`src/rtl/ledchain_pkg.sv`:
```
package ledchain_pkg;
  // Strobes from the counter control to the waveform datapath
  typedef struct packed {
    logic loadWord;   // first cycle of a slot: capture the next colour word
    logic shiftBit;   // last cycle of a bit window: advance to the next bit
    logic dataSlot;   // current slot carries colour data (not the latch gap)
  } chainStrobe_t;
endpackage

```
`src/rtl/ledchain_ctrl.sv`:
```
module ledchain_ctrl
  import ledchain_pkg::*;
#(
  parameter int NUM_LEDS    = 8,
  parameter int RESET_SLOTS = 2,
  parameter int BIT_CYCLES  = 125,
  parameter int WORD_BITS   = 24,
  localparam int TOTAL_SLOTS = NUM_LEDS + RESET_SLOTS,
  localparam int CYC_W  = $clog2(BIT_CYCLES),
  localparam int BIT_W  = $clog2(WORD_BITS),
  localparam int SLOT_W = $clog2(TOTAL_SLOTS)
) (
  input  logic              clk,
  input  logic              rst,
  output chainStrobe_t      strobe,
  output logic [CYC_W-1:0]  cycleIdx,
  output logic [SLOT_W-1:0] slotIdx
);
  logic [CYC_W-1:0]  cycleCnt;
  logic [BIT_W-1:0]  bitCnt;
  logic [SLOT_W-1:0] slotCnt;
  logic cycWrap, bitWrap, slotWrap;

  assign cycWrap  = (cycleCnt == CYC_W'(BIT_CYCLES - 1));
  assign bitWrap  = cycWrap && (bitCnt == BIT_W'(WORD_BITS - 1));
  assign slotWrap = bitWrap && (slotCnt == SLOT_W'(TOTAL_SLOTS - 1));

  always_ff @(posedge clk) begin
    if (rst) begin
      cycleCnt <= '0;
      bitCnt   <= '0;
      slotCnt  <= '0;
    end else begin
      cycleCnt <= cycWrap ? '0 : cycleCnt + 1'b1;
      if (cycWrap) bitCnt <= bitWrap ? '0 : bitCnt + 1'b1;
      if (bitWrap) slotCnt <= slotWrap ? '0 : slotCnt + 1'b1;
    end
  end

  always_comb begin
    strobe.loadWord = (cycleCnt == '0) && (bitCnt == '0);
    strobe.shiftBit = cycWrap;
    strobe.dataSlot = (slotCnt < SLOT_W'(NUM_LEDS));
  end

  assign cycleIdx = cycleCnt;
  assign slotIdx  = slotCnt;
endmodule

```
`src/rtl/ledchain_dp.sv`:
```
module ledchain_dp
  import ledchain_pkg::*;
#(
  parameter int NUM_LEDS   = 8,
  parameter int WORD_BITS  = 24,
  parameter int BIT_CYCLES = 125,
  parameter int ZERO_HIGH  = 40,
  parameter int ONE_HIGH   = 80,
  parameter int CYC_W      = 7,
  parameter int SLOT_W     = 4,
  localparam int CMP_W = CYC_W + 1
) (
  input  logic                          clk,
  input  logic                          rst,
  input  chainStrobe_t                  strobe,
  input  logic [CYC_W-1:0]              cycleIdx,
  input  logic [SLOT_W-1:0]             slotIdx,
  input  logic [NUM_LEDS*WORD_BITS-1:0] ledWords,
  output logic                          serialOut
);
  logic [WORD_BITS-1:0] wordArr [NUM_LEDS];
  logic [WORD_BITS-1:0] selWord;
  logic [WORD_BITS-1:0] shiftReg;
  logic                 curBit;
  logic [CMP_W-1:0]     highLen;

  for (genvar g = 0; g < NUM_LEDS; g++) begin : g_unpack
    assign wordArr[g] = ledWords[g*WORD_BITS +: WORD_BITS];
  end

  always_comb begin
    selWord = '0;
    for (int i = 0; i < NUM_LEDS; i++)
      if (slotIdx == SLOT_W'(i)) selWord = wordArr[i];
  end

  // On the load cycle the bit comes straight from the word being captured
  assign curBit  = strobe.loadWord ? selWord[WORD_BITS-1] : shiftReg[WORD_BITS-1];
  assign highLen = curBit ? CMP_W'(ONE_HIGH) : CMP_W'(ZERO_HIGH);

  always_ff @(posedge clk) begin
    if (rst) begin
      shiftReg  <= '0;
      serialOut <= 1'b0;
    end else begin
      if (strobe.loadWord)      shiftReg <= selWord;
      else if (strobe.shiftBit) shiftReg <= {shiftReg[WORD_BITS-2:0], 1'b0};
      serialOut <= strobe.dataSlot && ({1'b0, cycleIdx} < highLen);
    end
  end
endmodule

```
`src/rtl/ledchain_driver.sv`:
```
module ledchain_driver
  import ledchain_pkg::*;
#(
  parameter int NUM_LEDS    = 8,
  parameter int RESET_SLOTS = 2,
  parameter int COLOR_BITS  = 8,
  parameter int BIT_CYCLES  = 125,
  parameter int ZERO_HIGH   = 40,
  parameter int ONE_HIGH    = 80,
  localparam int WORD_BITS   = 3 * COLOR_BITS,
  localparam int TOTAL_SLOTS = NUM_LEDS + RESET_SLOTS,
  localparam int CYC_W  = $clog2(BIT_CYCLES),
  localparam int SLOT_W = $clog2(TOTAL_SLOTS)
) (
  input  logic                          clk,
  input  logic                          rst,
  input  logic [NUM_LEDS*WORD_BITS-1:0] ledWords,
  output logic                          serialOut
);
  chainStrobe_t      strobe;
  logic [CYC_W-1:0]  cycleIdx;
  logic [SLOT_W-1:0] slotIdx;

  ledchain_ctrl #(
    .NUM_LEDS(NUM_LEDS), .RESET_SLOTS(RESET_SLOTS),
    .BIT_CYCLES(BIT_CYCLES), .WORD_BITS(WORD_BITS)
  ) ctrl_i (
    .clk(clk), .rst(rst), .strobe(strobe),
    .cycleIdx(cycleIdx), .slotIdx(slotIdx)
  );

  ledchain_dp #(
    .NUM_LEDS(NUM_LEDS), .WORD_BITS(WORD_BITS), .BIT_CYCLES(BIT_CYCLES),
    .ZERO_HIGH(ZERO_HIGH), .ONE_HIGH(ONE_HIGH),
    .CYC_W(CYC_W), .SLOT_W(SLOT_W)
  ) dp_i (
    .clk(clk), .rst(rst), .strobe(strobe), .cycleIdx(cycleIdx),
    .slotIdx(slotIdx), .ledWords(ledWords), .serialOut(serialOut)
  );
endmodule

```
`config.mk`:
```
export PLATFORM = sky130hd
export DESIGN_NAME = ledchain_driver
export DESIGN_NICKNAME = d
export VERILOG_FILES = /design/src/rtl/ledchain_pkg.sv /design/src/rtl/ledchain_ctrl.sv /design/src/rtl/ledchain_dp.sv /design/src/rtl/ledchain_driver.sv
export SDC_FILE = /design/constraint.sdc
export NUM_CORES = 1
export LEC_CHECK = 0
export CORE_ASPECT_RATIO = 1.5
export CORE_MARGIN = 3
export CORE_UTILIZATION = 33
export CTS_CLUSTER_SIZE = 20
export DETAILED_ROUTE_END_ITERATION = 8
export GPL_TIMING_DRIVEN = 0
export HOLD_SLACK_MARGIN = 0.05
export PLACE_DENSITY_LB_ADDON = 0.15
export SYNTH_ARGS = -nofsm -noshare
export SYNTH_HDL_FRONTEND = slang
export SYNTH_SLANG_ARGS = --single-unit
export TNS_END_PERCENT = 100
```
`constraint.sdc`:
```
create_clock -name clk -period 2.65 [get_ports clk]
set_clock_uncertainty 0.15 [all_clocks]
set_input_delay 0.53 -clock clk [delete_from_list [all_inputs] [get_ports clk]]
set_output_delay 0.53 -clock clk [all_outputs]
set_load 0.05 [all_outputs]
```
==> results of run 1 <==
placed cells by master, fill, tap and decap left out, types with 19 or more instances in the layout:
cell type and instances:
dfxtp_1 39, clkbuf_1 24, o22ai_1 23, nor2b_1 20
clkdlybuf4s50_1 194, nand3_1 27, a221oi_1 28, o21ai_0 46
nand2_1 39, a21oi_1 81, o32ai_1 19
metrics by stage:
step	instance area [um2]	worst slack [ns]	std cells
after floorplan	3945	0.1981	532
after global placement	6075	-0.4901	876
after detailed placement	6075	-0.4871	876
after CTS	6269	0.003068	883
after global routing	6309	0.03592	883
final	6309	0.1143	883
cells in the mapped netlist (all sizes together):
master   instances
a211oi           3
a21oi           82
a221oi          39
a22oi            1
a2bb2oi          1
a311oi           1
a31o             1
a31oi            4
a41o             1
and2b            1
and3             2
and4             2
buf             33
clkbuf          27
dfxtp           41
ha               9
inv             15
mux2            18
mux2i            2
nand2           39
nand2b           4
nand3           28
nand3b           8
nand4            4
nor2            16
nor2b           20
nor3            11
nor3b            1
nor4             2
nor4b            3
o211ai           4
o21ai           49
o221a            3
o221ai           2
o22ai           24
o311a            1
o32ai           19
o41ai            1
or3              1
or3b             1
or4              1
xnor2            3
xor2             4
cell type report:
cell class,count,area share (%)
multi-input cells,416,44.72
repair buffers,194,30.78
flip-flops and latches,41,13.09
plain buffers,59,4.800
well taps,150,2.975
clock buffers,7,2.261
inverters,15,0.8925
clock inverters,1,0.4760
worst max-delay path, delay by kind of cell (launching register included):
family | cells | cell delay (ns)
fa+ha+maj | 1 | 0.18
buf+inv | 4 | 0.70
flops | 1 | 0.36
simple gates | 1 | 0.15
compound gates | 3 | 0.85
worst max-delay path by stage:
| stage | cells after the start | startpoint | to |
|---|---|---|---|
| floorplan | 12 | ctrl_i.slotIdx[1] | dp_i.serialOut |
| global placement | 12 | ctrl_i.slotIdx[1] | dp_i.serialOut |
| detailed placement | 12 | ctrl_i.slotIdx[1] | dp_i.serialOut |
| CTS | 11 | ctrl_i.slotIdx[1] | dp_i.serialOut |
| global route | 9 | ctrl_i.slotIdx[1] | dp_i.shiftReg[19] |
| finish | 9 | ctrl_i.slotIdx[1] | dp_i.shiftReg[19] |
routing by layer:
| layer | routed length (um) | vias to the layer above |
|---|---|---|
| li1 | - | 2444 |
| met1 | 7188 | 2426 |
| met4 | 1060 | 0 |
| met2 | 9705 | 285 |
| met5 | 0 | - |
| met3 | 1665 | 67 |
state kept, by name, summed over array words and instances, names as in the netlist:
| name | count |
|---|---|
| ctrl_i.bitCnt | 5 |
| ctrl_i.cycleIdx | 7 |
| ctrl_i.slotIdx | 4 |
| dp_i.serialOut | 1 |
| dp_i.shiftReg | 24 |
report_power, final:
part	switching, W	internal, W	leakage [nW]
registers	0.0000217	0.000659	0.337
clock network	0.000238	0.000470	0.0841
logic	0.000212	0.000364	1.86
total	0.000472	0.00149	2.28
logic make-up after synthesis:
logic type | Yosys count
compound gates | 236
simple gates | 144
mux | 20
xor+xnor | 7
flops | 41
fa+ha+maj | 9
buf+inv | 75
timing repair:
action,CTS,global route
setup endpoints to repair,2,5
gates cloned,0,0
pin swaps,0,4
gates resized for setup,8,17
==> summary.md, run 1 <==
| Metric | Value |
|---|---|
| M1 GR Usage | `32.87%` |
| Register area share after synthesis | `20.81%` |
| R2R setup slack | `0.11 ns` |
| Largest family of logic cells by synthesized area | `compound AO/OA/AOI/OAI gates` |
| Final Util | `54.43%` |
| Area occupied by multi-input gates | `2821 um2` |
| Area leader, netlist | `dfxtp_1` |
| Mapped Cells | `532` |
| Routed vias | `5222` |
| Global Route met2 Usage | `48.69%` |
| Achievable Freq | `394.4 MHz` |
| Avg Inst Size Synth | `7.415 um2` |
| Post-layout minimum cycle time | `2.536 ns` |
| Yosys reg bits | `41` |
| Postcts setup bufs | `0` |
| Residual DRC | `0` |
| H-Tree Depth | `2` |
| Chip width | `95.28 um` |
| Pwr Total | `0.001966 W` |
| Row cnt | `48` |
| Worst R2R End | `dp_i.shiftReg[19]` |
| Reg2reg path depth | `9` |
| Die area | `13330 um2` |
| Total GRT Usage | `28.40%` |
| RSZ-0062 raised after global routing | `no` |
| Clk_lat worst skew | `0.28 ns` |
| GRT met3 Usage | `5.373%` |
| Share of cells above drive strength 1 | `12.14%` |
| IO Pins | `195` |
| Hpwl dp | `15630 um` |
| Hold Crit Class | `flip-flop to flip-flop` |
| Hold Path End | `ctrl_i.cycleIdx[0]` |
| Post-Syn Area | `3945 um2` |
| Routed WL per cell | `22.22 um` |
| Yosys cell types | `52` |
| # nets final | `935` |
| Fillers | `1103` |
| R2r startpoint | `ctrl_i.slotIdx[1]` |
| Global route total overflow | `0` |
| Required time of the critical path | `2.65 ns` |
| Antenna Cells | `0` |
| Global-route wire length before repair | `28920 um` |
| DRT antenna net count | `0` |
| WP data arrival | `2.54 ns` |
| 1st-iter DRT viols | `438` |
| CP max-delay cell | `a221oi_1` |
| Hold_buf cts | `0` |
| Final cycle utilization of the critical path | `95.69%` |
| Pin count of the biggest net entering global routing | `14` |
| Port bufs | `194` |
| Area growth, synth to finish | `59.91%` |
| Post-synth top area share | `20.81%` |
| Mux cell area share after synthesis | `5.645%` |
| Vias/cell | `5.914` |
| Max VDD drop | `0.2897 mV` |
| Synthesized Nets | `735` |
| Relative slew margins | `57.53%` |
| Post-synthesis simple-gate area fraction | `20.04%` |
| Max-slew violation count | `0` |
| Drt first pass iters | `6` |
| Starting Density | `34.03%` |
| Critical-path cell list | `inv_1 > ha_2 > buf_6 > buf_2 > buf_1 > a221oi_1 > o32ai_1 > nand3_1 > a21oi_1` |
| Final setup viols | `0` |
| Hold path depth | `1` |
| Adder and majority cell fraction of the synthesized area | `2.854%` |
| Syn. warnings | `0` |
| Clk buf depth | `2` |
| Vias in the first global route | `5314` |
| CTS Root Buffer Type | `clkbuf_16` |
| Critical path endpoint category | `flip-flop` |
| Crit-path max cell delay | `0.59 ns` |
| Crit-path max FO | `10` |
| Core area | `11590 um2` |
| PwrDens | `311.6 nW/um2` |
| Number of maximum-capacitance violations | `0` |
| Outcome | `finished, final reports clean` |
| GP Congestion | `0.9324` |
| Synth Area in Compound Gates | `40.15%` |
| Initial antenna violation count | `0` |
| Sequential Area | `825.8 um2` |
| Startpoint Class | `flip-flop` |
| Die height | `139.9 um` |
| Hold_ws | `0.3376 ns` |
| Drt total wl | `19620 um` |
| CTS Buf Count | `5` |
| Synth Area in XOR/XNOR | `1.554%` |
| HP Start | `ctrl_i.cycleIdx[0]` |
| Area contributors post-synth | `dfxtp_1 21%, a21oi_1 10%, a221oi_1 6.2%` |
| Grt peak-use layer | `met2` |
| Clk sinks | `41` |
| Static leakage | `2.283 nW` |
| Final Hold Viols | `0` |
| Setup Crit Path Kind | `flip-flop to flip-flop` |
| Setup TNS | `0 ns` |
| TritonCTS clock tree | `done` |
| Worst Tran Pin Value | `0.6370 ns` |
| Register clock-pin slew on the reported worst setup and hold paths | `0.06 ns` |
Note: power is estimated with default switching activity, not from simulation.
==> inputs of run 2 (changes only) <==
--- a/config.mk
+++ b/config.mk
@@ -7,11 +7,12 @@
 export LEC_CHECK = 0
 export CORE_ASPECT_RATIO = 1.5
 export CORE_MARGIN = 3
-export CORE_UTILIZATION = 33
+export CORE_UTILIZATION = 42
 export CTS_CLUSTER_SIZE = 20
 export DETAILED_ROUTE_END_ITERATION = 8
 export GPL_TIMING_DRIVEN = 0
 export HOLD_SLACK_MARGIN = 0.05
+export MAX_ROUTING_LAYER = met4
 export PLACE_DENSITY_LB_ADDON = 0.15
 export SYNTH_ARGS = -nofsm -noshare
 export SYNTH_HDL_FRONTEND = slang
==> run 2 against run 1 <==
Die area is 20% lower. Final area decreased by 0.54%. Sequential share of layout area up 0.070 points. Via count rose by 5.1%. Critical path depth grew 3. Hold slack better by 0.0061 ns. Largest power group is now registers.
==> summary.md, run 2 (synthesis results as in run 1) <==
| Metric | Value |
|---|---|
| Outcome | `finished, final reports clean` |
| Clk_lat worst skew | `0.28 ns (about the same)` |
| Area growth, synth to finish | `59.05%` |
| GP Congestion | `1.009 (+8.2%)` |
| Max reg flops | `24 (unchanged)` |
| Biggest register | `dp_i.shiftReg` |
| Most frequent cells in the layout | `194 x clkdlybuf4s50_1, 81 x a21oi_1, 46 x o21ai_0` |
| Required time of the critical path | `2.69 ns (+0.04 ns)` |
| Final Hold Viols | `0 (unchanged)` |
| Register clock-pin slew on the reported worst setup and hold paths | `0.05 ns (about the same)` |
| Drt total wl | `20610 um (+5.1%)` |
| Antenna Cells | `0 (unchanged)` |
| DRT antenna net count | `0 (unchanged)` |
| Startpoint Class | `flip-flop` |
| 1st-iter DRT viols | `441 (+0.68%)` |
| Vias in the first global route | `5433 (+2.2%)` |
| CP max-delay cell | `or4_4` |
| Power Internal | `0.001396 W (-6.5%)` |
| Placed Instances | `836 (-4.6%)` |
| Reg power frac | `36.7% (+2.1 points)` |
| # nets final | `937 (+0.21%)` |
| Initial antenna violation count | `0 (unchanged)` |
| Vias/cell | `6.504 (+10%)` |
| CTS Root Buffer Type | `clkbuf_16` |
| Clock power frac | `31.5% (-4.6 points)` |
| WP data arrival | `2.61 ns (+0.07 ns)` |
| Clk buf depth | `2 (unchanged)` |
| Clk sinks | `41 (unchanged)` |
| Max VDD drop | `0.4516 mV (+56%)` |
| Hpwl dp | `16100 um (+3.0%)` |
| Hold_buf cts | `0 (unchanged)` |
| CTS Buf Count | `5 (unchanged)` |
| Final setup viols | `0 (unchanged)` |
| Cell family with most CP delay | `simple AND/OR/NAND/NOR gates` |
| Sw power | `0.0004630 W (-2.0%)` |
| Sw frac | `24.90% (+0.87 points)` |
| Number of maximum-capacitance violations | `0 (unchanged)` |
| Routed WL per cell | `24.42 um (+9.9%)` |
| Chip width | `85.13 um (-11%)` |
| Final critical-path setup slack | `0.07797 ns (-0.03632 ns)` |
| Commonest non-fill, non-tap cell in the layout | `clkdlybuf4s50_1` |
| Power share of the combinational group | `31.8% (+2.5 points)` |
| Critical path endpoint category | `flip-flop` |
| Post-route cell area | `6275 um2 (-0.54%)` |
| Hold Crit Class | `flip-flop to flip-flop` |
| Max-slew violation count | `0 (unchanged)` |
| Row cnt | `42 (-13%)` |
| Post-layout minimum cycle time | `2.572 ns (+0.03632 ns)` |
| Starting Density | `43.90% (+9.9 points)` |
| Residual DRC | `0 (unchanged)` |
| Total GRT Usage | `37.47% (+9.1 points)` |
| TritonCTS clock tree | `done` |
| Worst Tran Pin Value | `0.6115 ns (-0.02552 ns)` |
| Global route total overflow | `0 (unchanged)` |
| Relative slew margins | `59.23% (+1.7 points)` |
| Setup Crit Path Kind | `flip-flop to flip-flop` |
| Final cycle utilization of the critical path | `97.06% (+1.4 points)` |
| Pin count of the biggest net entering global routing | `14 (unchanged)` |
| Pre-CTS WS | `-0.4796 ns (+0.007468 ns)` |
| Routed vias | `5489 (+5.1%)` |
| Critical-path cell list | `inv_1 > ha_2 > buf_6 > nor2b_1 > or4_4 > o21ai_4 > o221ai_2 > nand2_1 > ha_1 > a21oi_2 > o21ai_1 > a31oi_1` |
| PwrDens | `296.3 nW/um2 (-4.9%)` |
| Die area | `10620 um2 (-20%)` |
| Die height | `124.7 um (-11%)` |
| Port bufs | `194 (unchanged)` |
| Core area | `8986 um2 (-22%)` |
| Achievable Freq | `388.8 MHz (-1.4%)` |
| Drt first pass iters | `7 (+1)` |
| Global-route wire length before repair | `30620 um (+5.9%)` |
| Worst Path Buf+Inv | `2 (-2)` |
| IO Pins | `195 (unchanged)` |
| Crit-path max FO | `10 (unchanged)` |
| DP Area | `6025 um2 (-0.82%)` |
| Crit-path max cell delay | `0.49 ns (-0.10 ns)` |
| H-Tree Depth | `2 (unchanged)` |
| Share of cells above drive strength 1 | `12.26% (+0.12 points)` |
| Hold_ws | `0.3437 ns (+0.006111 ns)` |
| Fillers | `765 (-31%)` |
| Layout Cells excl Fill | `844 (-4.4%)` |
| Static leakage | `2.277 nW (-0.24%)` |
| Pwr Total | `0.001859 W (-5.4%)` |
## run 2: what timing repair did
| action | 4_1_cts | 5_1_grt |
|---|---|---|
| buffers inserted | 0 | 2 |
| gates resized for setup | 10 | 19 |
| endpoints found under the setup margin | 1 | 1 |
| hold endpoints to repair | 0 | 0 |
| pin swaps | 0 | 1 |
## run 2: worst paths after layout
path	from	end	slack (ns)	cells past startpoint
worst min-delay path	ctrl_i.bitCnt[0]	ctrl_i.bitCnt[0]	0.34	2
worst max-delay path	ctrl_i.slotIdx[1]	dp_i.serialOut	0.08	12
worst min register to register	ctrl_i.bitCnt[0]	ctrl_i.bitCnt[0]	0.34	2
worst max register to register	ctrl_i.slotIdx[1]	dp_i.serialOut	0.08	12
## run 2: through the flow
stage / TNS, ns / util, %
after global routing: -0.02464 / 69.83
after floorplan: 0 / -
after detailed placement: -0.4796 / 67.04
after global placement: -0.4673 / 67.04
after CTS: 0 / 68.91
final: 0 / 69.83
## run 2: layout make-up
class	instances	area, um2	share of cell area [%]
timing repair buffer	196	1957	31.19
clock buffer	7	142.6	2.273
sequential	41	825.8	13.16
inverter	15	56.30	0.8973
multi-input combinational	416	2853	45.46
tap	110	137.6	2.193
buffer	59	302.8	4.826
## run 2: power groups by stage
stage	sequential, W	clock (W)	combinational [W]
after floorplan	0.000690	0	0.000194
after global placement	0.000691	0	0.000561
final	0.000681	0.000586	0.000592
after detailed placement	0.000695	0	0.000565
after global routing	0.000685	0.000620	0.000625
after CTS	0.000682	0.000587	0.000575
## run 2: metal layers
layer  vias up  GRT usage (%)  share of wire [%]
met2       374          64.79                 50
met5         -              -                  0
li1       2453              -                  -
met3        85          6.155                8.5
met1      2577          41.01                 35
met4         0          17.80                6.4
## run 2: worst reg2reg max path, stage by stage, from the launching register on
cell and delay [ns]:
dfxtp_4 0.36, inv_1 0.07, ha_2 0.19, buf_6 0.14, nor2b_1 0.13, or4_4 0.49, o21ai_4 0.10, o221ai_2 0.14
nand2_1 0.09, ha_1 0.24, a21oi_2 0.14, o21ai_1 0.07, a31oi_1 0.19
